===== src/rtl/cag_pkg.sv =====
package cag_pkg;
  parameter int unsigned CAG_IN_W  = 16;
  parameter int unsigned CAG_GUARD = 4;
  parameter int unsigned CAG_GW    = 2;

  function automatic logic [CAG_GW-1:0] cag_max(input logic [CAG_GW-1:0] a,
                                                input logic [CAG_GW-1:0] b);
    return (a > b) ? a : b;
  endfunction
endpackage


===== src/rtl/cag_lane.sv =====
module cag_lane #(
  parameter int unsigned IN_W  = 16,
  parameter int unsigned GUARD = 4,
  localparam int unsigned OUT_W = IN_W + GUARD
) (
  input  logic             clk,
  input  logic             rst,
  input  logic             acc_en,
  input  logic [IN_W-1:0]  smp,
  output logic [OUT_W-1:0] acc_q
);
  logic [OUT_W-1:0] smp_ext;
  logic [OUT_W-1:0] feedback;

  assign smp_ext  = {{GUARD{smp[IN_W-1]}}, smp};
  assign feedback = acc_en ? acc_q : '0;

  always_ff @(posedge clk) begin
    if (rst) acc_q <= '0;
    else     acc_q <= feedback + smp_ext;
  end
endmodule


===== src/rtl/cag_growth_meas.sv =====
module cag_growth_meas #(
  parameter int unsigned GUARD = 4,
  parameter int unsigned GW    = 2
) (
  input  logic [GUARD:0]  top,
  output logic [GW-1:0]   g
);
  localparam int unsigned GMAX = (1 << GW) - 1;

  int unsigned same;
  int unsigned loss;
  logic        run;

  always_comb begin
    same = 0;
    run  = 1'b1;
    for (int i = int'(GUARD) - 1; i >= 0; i--) begin
      if (run && (top[i] == top[GUARD])) same = same + 1;
      else run = 1'b0;
    end
    loss = GUARD - same;
    g    = (loss > GMAX) ? GW'(GMAX) : GW'(loss);
  end
endmodule


===== src/rtl/cag_peak.sv =====
module cag_peak #(
  parameter int unsigned GW = 2
) (
  input  logic          clk,
  input  logic          rst,
  input  logic          track_live,
  input  logic [GW-1:0] cur_g,
  output logic [GW-1:0] peak_q
);
  always_ff @(posedge clk) begin
    if (rst)             peak_q <= '0;
    else if (track_live) peak_q <= cur_g;
    else if (cur_g > peak_q) peak_q <= cur_g;
  end
endmodule


===== src/rtl/cplx_accum_growth.sv =====
module cplx_accum_growth
  import cag_pkg::*;
#(
  parameter int unsigned IN_W  = CAG_IN_W,
  parameter int unsigned GUARD = CAG_GUARD,
  parameter int unsigned GW    = CAG_GW,
  localparam int unsigned OUT_W = IN_W + GUARD
) (
  input  logic             clk,
  input  logic             rst,
  input  logic [IN_W-1:0]  smp_re,
  input  logic [IN_W-1:0]  smp_im,
  input  logic             acc_en,
  input  logic             track_live,
  input  logic [GUARD:0]   mac_re_hi,
  input  logic [GUARD:0]   mac_im_hi,
  output logic [OUT_W-1:0] acc_re,
  output logic [OUT_W-1:0] acc_im,
  output logic [GW-1:0]    growth
);
  localparam int unsigned NLANE = 2;
  localparam int unsigned NSRC  = 2 * NLANE;

  logic [NLANE-1:0][IN_W-1:0]  smp_v;
  logic [NLANE-1:0][OUT_W-1:0] acc_v;
  logic [NSRC-1:0][GUARD:0]    top_v;
  logic [NSRC-1:0][GW-1:0]     g_v;
  logic [GW-1:0]               cur_g;

  assign smp_v = {smp_im, smp_re};

  for (genvar l = 0; l < NLANE; l++) begin : g_lane
    cag_lane #(.IN_W(IN_W), .GUARD(GUARD)) lane_i (
      .clk    (clk),
      .rst    (rst),
      .acc_en (acc_en),
      .smp    (smp_v[l]),
      .acc_q  (acc_v[l])
    );
    assign top_v[l] = acc_v[l][OUT_W-1 -: GUARD+1];
  end

  assign top_v[NLANE]   = mac_re_hi;
  assign top_v[NLANE+1] = mac_im_hi;

  for (genvar s = 0; s < NSRC; s++) begin : g_meas
    cag_growth_meas #(.GUARD(GUARD), .GW(GW)) meas_i (
      .top (top_v[s]),
      .g   (g_v[s])
    );
  end

  always_comb begin
    cur_g = '0;
    for (int s = 0; s < int'(NSRC); s++) cur_g = cag_max(cur_g, g_v[s]);
  end

  cag_peak #(.GW(GW)) peak_i (
    .clk        (clk),
    .rst        (rst),
    .track_live (track_live),
    .cur_g      (cur_g),
    .peak_q     (growth)
  );

  assign acc_re = acc_v[0];
  assign acc_im = acc_v[1];
endmodule


===== config.mk =====
export PLATFORM = sky130hd
export DESIGN_NAME = cplx_accum_growth
export DESIGN_NICKNAME = d
export VERILOG_FILES = /design/src/rtl/cag_pkg.sv /design/src/rtl/cag_lane.sv /design/src/rtl/cag_growth_meas.sv /design/src/rtl/cag_peak.sv /design/src/rtl/cplx_accum_growth.sv
export SDC_FILE = /design/constraint.sdc
export NUM_CORES = 1
export LEC_CHECK = 0
export ABC_AREA = 1
export ABC_CLOCK_PERIOD_IN_PS = 5200
export BUFFER_PORTS_ARGS = -buffer_cell sky130_fd_sc_hd__buf_2
export CAP_MARGIN = 20
export CORE_MARGIN = 4
export CORE_UTILIZATION = 56
export DETAILED_ROUTE_END_ITERATION = 8
export PLACE_DENSITY = 0.85
export SLEW_MARGIN = 40
export SYNTH_ARGS = -nofsm -noshare
export SYNTH_HDL_FRONTEND = slang
export SYNTH_SLANG_ARGS = --single-unit

===== constraint.sdc =====
create_clock -name clk -period 5.2 [get_ports clk]
set_input_delay 0.52 -clock clk [delete_from_list [all_inputs] [get_ports clk]]
set_output_delay 0.52 -clock clk [all_outputs]
set_load 0.02 [all_outputs]

# Yosys cells after proc, flatten, opt, wreduce, memory -nomap -nowiden
# Cells that the tools add are included.
# op_classes
add_sub_neg	18
n_mul	0
n_div	0
magnitude_cmp	9
eq_ne	16
shift	0
muxes	40
bitwise	0
n_reduce_logical	13
# op_table
op	n
32-bit by 1-bit adder with 32-bit output (second input constant)	12
32-bit 2-to-1 mux	12
32-bit by 2-bit greater-than comparator with 1-bit output (second input constant)	4
3-bit by 32-bit subtractor with 32-bit output (first input constant)	4
20-bit adder	2
20-bit 2-to-1 mux	2
2-bit 2-to-1 mux	10
1-bit == test	16
1-bit 2-to-1 mux	16
1-bit logical AND	12
2-bit greater-than comparator	4
1-bit by 2-bit greater-than comparator with 1-bit output (first input constant)	1
2-bit nonzero test	1
# totals
register_bits	42
latchBits	0
mem_bits_rw	0
mem_bits_ro	0
inputBits	46
output_inout_bits	42
elab_cells	99
memories	0

# Longest topological paths before layout
# depth
word_depth	22
mapped_depth	33
depth_no_buf	32

# Hierarchy
# From an unflattened synthesis, not the netlist that was laid out.
# hier_totals
cells_unflattened	749
hier_area_um2	4491.8
# modules_own_cells
mod	n_inst	cells_per_inst	area_each_um2	seq_area_each_um2
cag_lane	2	305	1865.5	400.4
cag_growth_meas	4	20	97.6	0.0
cplx_accum_growth	1	36	226.5	0.0
cag_peak	1	23	143.9	40.0

# Least setup slack after synthesis
# No wires, ideal clock.
# synth_path
path_type	register to register
start	register g_lane[0].lane_i.acc_q[19]
end	register peak_i.peak_q[0]
setup_ps	109
arrival_time_ps	3765
required_ps	5091
path_slack_ps	1326
stages_incl_launch_ff	31
path_buffers	1
period_less_slack_ps	3874
cell_sequence	dfxtp_1 buf_4 xor2_1 inv_1 o21ai_0 inv_1 ha_1 nand2_1 o21a_1 nand2_1 and2_1 ha_1 nand2_1 o21a_1 inv_1 nand2_1 and2_1 inv_1 ha_1 nand2_1 o21a_1 nand3_1 and2_1 ha_1 nand2_1 o21ai_0 nand2_1 o21ai_0 inv_1 nand2_1 inv_1
# synth_between
elab_chain_cells	21
elab_cells_between_ends	32
classes_between	add/sub (4); order compare (6); eq/ne (4); mux (14); reduce/logical (4)
# synth_lines
item	line_no	text
from (decl)	cag_lane.sv:10	output logic [OUT_W-1:0] acc_q
from (signal assigned)	cag_lane.sv:20	else acc_q <= feedback + smp_ext;
1-bit == test	cag_growth_meas.sv:18	if (run && (top[i] == top[GUARD])) same = same + 1;
1-bit 2-to-1 mux	cag_growth_meas.sv:18	
32-bit by 1-bit adder with 32-bit output / 1-bit logical AND (equally long branches)	cag_growth_meas.sv:18	
32-bit 2-to-1 mux / 1-bit 2-to-1 mux (equally long branches)	cag_growth_meas.sv:18	
32-bit by 1-bit adder with 32-bit output / 1-bit logical AND (equally long branches)	cag_growth_meas.sv:18	
32-bit 2-to-1 mux / 1-bit 2-to-1 mux (equally long branches)	cag_growth_meas.sv:18	
32-bit by 1-bit adder with 32-bit output / 1-bit logical AND (equally long branches)	cag_growth_meas.sv:18	
32-bit 2-to-1 mux *	cag_growth_meas.sv:18	
[5 not listed]	-	
2-bit greater-than comparator	cag_pkg.sv:8	return (a > b) ? a : b;
2-bit 2-to-1 mux *	cag_pkg.sv:8	
2-bit greater-than comparator	cag_pkg.sv:8	
2-bit 2-to-1 mux *	cag_pkg.sv:8	
2-bit greater-than comparator	cag_pkg.sv:8	
2-bit 2-to-1 mux *	cag_pkg.sv:8	
2-bit greater-than comparator / 2-bit 2-to-1 mux (equally long branches)	cag_peak.sv:13	else if (cur_g > peak_q) peak_q <= cur_g;
2-bit nonzero test (no source line) / 2-bit 2-to-1 mux (equally long branches)	-	
to (signal assigned)	cag_peak.sv:12	else if (track_live) peak_q <= cur_g;
to (signal assigned)	cag_peak.sv:13	
to (decl)	cag_peak.sv:8	output logic [GW-1:0] peak_q
# Mark *: on every way between the ends. The rest lies on a longest branch, timed or not. The select of a mux whose other input is x is not followed.
# A chain may end at the register's enable or synchronous reset.

# Final worst setup path
# Ends and elaborated chain as after synthesis.

==> impl_results.html <==
<table>
<tr><th>Metric</th><th>Value</th></tr>
<tr><th colspan="2">Clock network</th></tr>
<tr><td>Latest clock arrival within the worst-skew pair</td><td>0.29 ns</td></tr>
<tr><td>Buffers from clock root to sink, at most</td><td>2</td></tr>
<tr><td>Clock tree from TritonCTS</td><td>done</td></tr>
<tr><td>Total setup buffers inserted after CTS</td><td>0</td></tr>
<tr><td>Post-CTS Resized</td><td>0</td></tr>
<tr><td>Register clock-pin slew on the reported worst setup and hold paths</td><td>0.08 ns</td></tr>
<tr><td>TritonCTS Buffers</td><td>5</td></tr>
<tr><td>Clock sink count</td><td>42</td></tr>
<tr><td>Hold buffer count at cts</td><td>0</td></tr>
<tr><td>Clock root buffer</td><td>sky130_fd_sc_hd__clkbuf_8</td></tr>
<tr><td>H-Tree Depth</td><td>2</td></tr>
<tr><th colspan="2">Outcome</th></tr>
<tr><td>Outcome</td><td>complete, no violations</td></tr>
<tr><th colspan="2">Yosys</th></tr>
<tr><td>Number of flip-flops and latches in the synthesized netlist</td><td>42</td></tr>
<tr><td>Area of the mapped netlist</td><td>0.00398 mm^2</td></tr>
<tr><td>Xor/xnor cell area share of the yosys netlist</td><td>0.0352</td></tr>
<tr><td>Post-Synthesis Cells</td><td>624</td></tr>
<tr><td>Share of flip-flops with an asynchronous set or reset</td><td>0</td></tr>
<tr><td>Compound-Gate Fraction of Synth Area</td><td>0.192</td></tr>
<tr><td>Adder-cell share of the synthesized area</td><td>0.164</td></tr>
<tr><td>Predominant post-synthesis flop cell</td><td>sky130_fd_sc_hd__dfxtp_1</td></tr>
<tr><td>Cell type with the highest aggregate area in the netlist</td><td>sky130_fd_sc_hd__dfxtp_1</td></tr>
<tr><td>Post-synthesis mux area share</td><td>0</td></tr>
<tr><td>Warning count from the yosys run</td><td>0</td></tr>
<tr><td>Number of enable flip-flop cells after synthesis</td><td>0</td></tr>
<tr><td>Largest family of logic cells by synthesized area</td><td>simple AND/OR/NAND/NOR gates</td></tr>
<tr><td>Number of distinct library cells after synthesis</td><td>39</td></tr>
<tr><td>Cell types occupying the most area after synthesis</td><td>sky130_fd_sc_hd__dfxtp_1 (21%), sky130_fd_sc_hd__ha_1 (15%), sky130_fd_sc_hd__nand2_1 (13%)</td></tr>
<tr><td>Synthesized area per cell</td><td>6.38 um^2</td></tr>
<tr><td>Area fraction in and, or, nand and nor cells after synthesis</td><td>0.289</td></tr>
<tr><td>Seq/Total Area, Yosys</td><td>0.211</td></tr>
<tr><td>Syn Nets</td><td>721</td></tr>
<tr><td>Area share of the leading cell type in the synthesized netlist</td><td>0.211</td></tr>
<tr><th colspan="2">Power and ir drop</th></tr>
<tr><td>Maximum VDD drop</td><td>0.000116 V</td></tr>
<tr><td>Static leakage power</td><td>2.64 nW</td></tr>
<tr><td>Power Density</td><td>265 mW/mm^2</td></tr>
<tr><td>Overall power consumption</td><td>0.00121 W</td></tr>
<tr><th colspan="2">Die</th></tr>
<tr><td>Area of the core</td><td>0.00683 mm^2</td></tr>
<tr><td>Die Height</td><td>92.3 um</td></tr>
<tr><td>Std cell rows</td><td>30</td></tr>
<tr><td>Die W</td><td>92.3 um</td></tr>
<tr><td>Starting density of the core</td><td>0.583</td></tr>
<tr><td>Die area</td><td>0.00852 mm^2</td></tr>
<tr><td>I/O pins</td><td>88</td></tr>
<tr><th colspan="2">Critical path</th></tr>
<tr><td>Worst Path Required</td><td>5.40 ns</td></tr>
<tr><td>Flop2flop setup slack</td><td>1.16 ns</td></tr>
<tr><td>Most frequent cell on the critical path</td><td>sky130_fd_sc_hd__nand2_1</td></tr>
<tr><td>Class of the most critical setup path</td><td>flop to flop</td></tr>
<tr><td>Arrival time of the worst setup path</td><td>4.24 ns</td></tr>
<tr><td>Crit path max-delay cell type</td><td>sky130_fd_sc_hd__dfxtp_1</td></tr>
<tr><td>Crit path launch type</td><td>flop</td></tr>
<tr><td>Critical path's largest stage delay</td><td>0.48 ns</td></tr>
<tr><td>Highest net fanout along the worst path</td><td>7</td></tr>
<tr><td>Nature of the critical path endpoint</td><td>flop</td></tr>
<tr><th colspan="2">Timing</th></tr>
<tr><td>Crit share post-route</td><td>0.777</td></tr>
<tr><td>Worst-Margin Slew</td><td>0.540 ns</td></tr>
<tr><td>Slew HR</td><td>0.639</td></tr>
<tr><td>Setup repair after global routing missed its margin</td><td>no</td></tr>
<tr><td>Count of pins over their slew limit</td><td>0</td></tr>
<tr><td>Hold slack</td><td>0.548 ns</td></tr>
<tr><td>Final setup violation count</td><td>0</td></tr>
<tr><td>Final setup TNS</td><td>0 ns</td></tr>
<tr><td>F_max</td><td>0.247 GHz</td></tr>
<tr><td>Setup clock skew after layout</td><td>0.00374 ns</td></tr>
<tr><td>Minimum period implied by the final worst setup slack</td><td>4.04 ns</td></tr>
<tr><td>Final Hold Vio Count</td><td>0</td></tr>
<tr><th colspan="2">Route</th></tr>
<tr><td>Routed Wire Length</td><td>9950 um</td></tr>
<tr><td>First DRT Iteration DRCs</td><td>201</td></tr>
<tr><td>Antenna viol nets, final</td><td>0</td></tr>
<tr><td>Routed wire length per instance</td><td>12.4 um</td></tr>
<tr><td>Overall via count from detail_route</td><td>4,291</td></tr>
<tr><td>Number of remaining DRC errors</td><td>0</td></tr>
<tr><td>Detail-routed via count per cell</td><td>5.33</td></tr>
<tr><td>Drt pass-1 iters</td><td>6</td></tr>
<tr><th colspan="2">Layout</th></tr>
<tr><td>Most frequent standard cell in the layout excluding fill and tap cells</td><td>sky130_fd_sc_hd__nand2_1</td></tr>
<tr><td>Post-Layout Cell Count</td><td>805</td></tr>
<tr><td>Count of inserted antenna diode cells</td><td>0</td></tr>
<tr><td>Final-layout fill cell count</td><td>653</td></tr>
<tr><td>Fraction of final layout cells sized beyond drive strength 1</td><td>0.164</td></tr>
<tr><td>Final-stage net count</td><td>805</td></tr>
<tr><td>Area grow syn2layout</td><td>15.0%</td></tr>
<tr><td>Leading cell types in the layout, fill and taps excluded</td><td>sky130_fd_sc_hd__nand2_1 (136), sky130_fd_sc_hd__inv_1 (98), sky130_fd_sc_hd__buf_2 (87), sky130_fd_sc_hd__nor2_1 (72), sky130_fd_sc_hd__a21oi_1 (66)</td></tr>
<tr><th colspan="2">Global route</th></tr>
<tr><td>Number of global-route vias before repair</td><td>4,043</td></tr>
<tr><td>Aggregate global-route resource usage</td><td>0.236</td></tr>
<tr><td>Antenna violations before repair</td><td>0</td></tr>
<tr><td>Total congestion overflow</td><td>0</td></tr>
<tr><td>Wire length of the first global-routing pass</td><td>17,000 um</td></tr>
<tr><td>Pin count of the biggest net entering global routing</td><td>33</td></tr>
<tr><th colspan="2">Min path</th></tr>
<tr><td>HP Class</td><td>input pin to flop</td></tr>
<tr><th colspan="2">Placed design</th></tr>
<tr><td>Quantity of I/O buffers inserted on ports</td><td>87</td></tr>
<tr><td>Placed instance count</td><td>797</td></tr>
<tr><td>Routability cong.</td><td>0.972</td></tr>
<tr><td>Final HPWL from detailed placement</td><td>7930 um</td></tr>
<tr><th colspan="2">Run</th></tr>
<tr><td>Number of maximum-capacitance violations</td><td>0</td></tr>
</table>
-- sequential cells by signal, summed over array words and instances, names as in the netlist --
register,count
g_lane.lane_i.acc_q,40
peak_i.peak_q,2
-- where the power goes --
group / total (W) / switching (W) / internal, W
Clock: 0.000227 / 0.000120 / 0.000108
Combinational: 0.000593 / 0.000368 / 0.000225
Sequential: 0.000394 / 0.0000291 / 0.000365
Total: 0.00121 / 0.000517 / 0.000697
-- kinds of logic after synthesis --
kind of cell	Yosys count
xor+xnor	16
fa+ha+maj	51
flops	42
buf+inv	110
simple gates	269
compound gates	136
-- synth_stat cells (7+ instances only) --
master,instances
sky130_fd_sc_hd__xor2_1,9
sky130_fd_sc_hd__clkbuf_1,7
sky130_fd_sc_hd__a21oi_1,66
sky130_fd_sc_hd__nand3_1,32
sky130_fd_sc_hd__nand2_1,136
sky130_fd_sc_hd__xnor2_1,7
sky130_fd_sc_hd__ha_1,49
sky130_fd_sc_hd__inv_1,99
sky130_fd_sc_hd__o21a_1,8
sky130_fd_sc_hd__dfxtp_1,42
sky130_fd_sc_hd__o21ai_0,39
sky130_fd_sc_hd__nor2_1,72
-- metal layers --
metal | global-route usage | wire, um | vias to the layer above
met4 | 0.0767 | 157 | 0
met1 | 0.289 | 4430 | 1910
met5 | 0 | 0 | -
li1 | - | - | 2204
met2 | 0.417 | 4720 | 157
met3 | 0.0431 | 644 | 20
-- worst max-delay path: cells and delay by family (launching register included) --
family	cells	cell delay (ns)
AOI/OAI and AO/OA	6	0.80
xor gates and xnor gates	1	0.17
adders and majority gates	4	1.11
buffers and inverters	6	0.29
DFF	1	0.48
and+or+nand+nor	12	1.11
-- through the flow --
step                      area (um^2)  worst slack [ns]   util
after CTS                        4580              1.14  0.670
after floorplan                  3980              1.33      -
after global routing             4580             0.765  0.670
after detailed placement         4490              1.14  0.657
final                            4580              1.16  0.670
after global placement           4490              1.35  0.657
-- final timing paths --
check | start | cells after the start | end
min | smp_im[0] | 4 | g_lane[1].lane_i.acc_q[0]$_SDFF_PP0_
min reg2reg | peak_i.peak_q[1]$_SDFFE_PP0P_ | 2 | peak_i.peak_q[1]$_SDFFE_PP0P_
max reg2reg | g_lane[0].lane_i.acc_q[19]$_SDFF_PP0_ | 29 | peak_i.peak_q[0]$_SDFFE_PP0P_
max | g_lane[0].lane_i.acc_q[19]$_SDFF_PP0_ | 29 | peak_i.peak_q[0]$_SDFFE_PP0P_
-- final cells by class --
class	instances	area, um^2	area share
multi-input cells	472	2710	0.592
flip-flops and latches	42	841	0.184
repair buffers	88	443	0.0967
inverters	99	372	0.0812
well taps	96	120	0.0262
clock buffers	7	86.3	0.0189
clock inverters	1	5.00	0.00109
(Power assumes the default switching activity.)
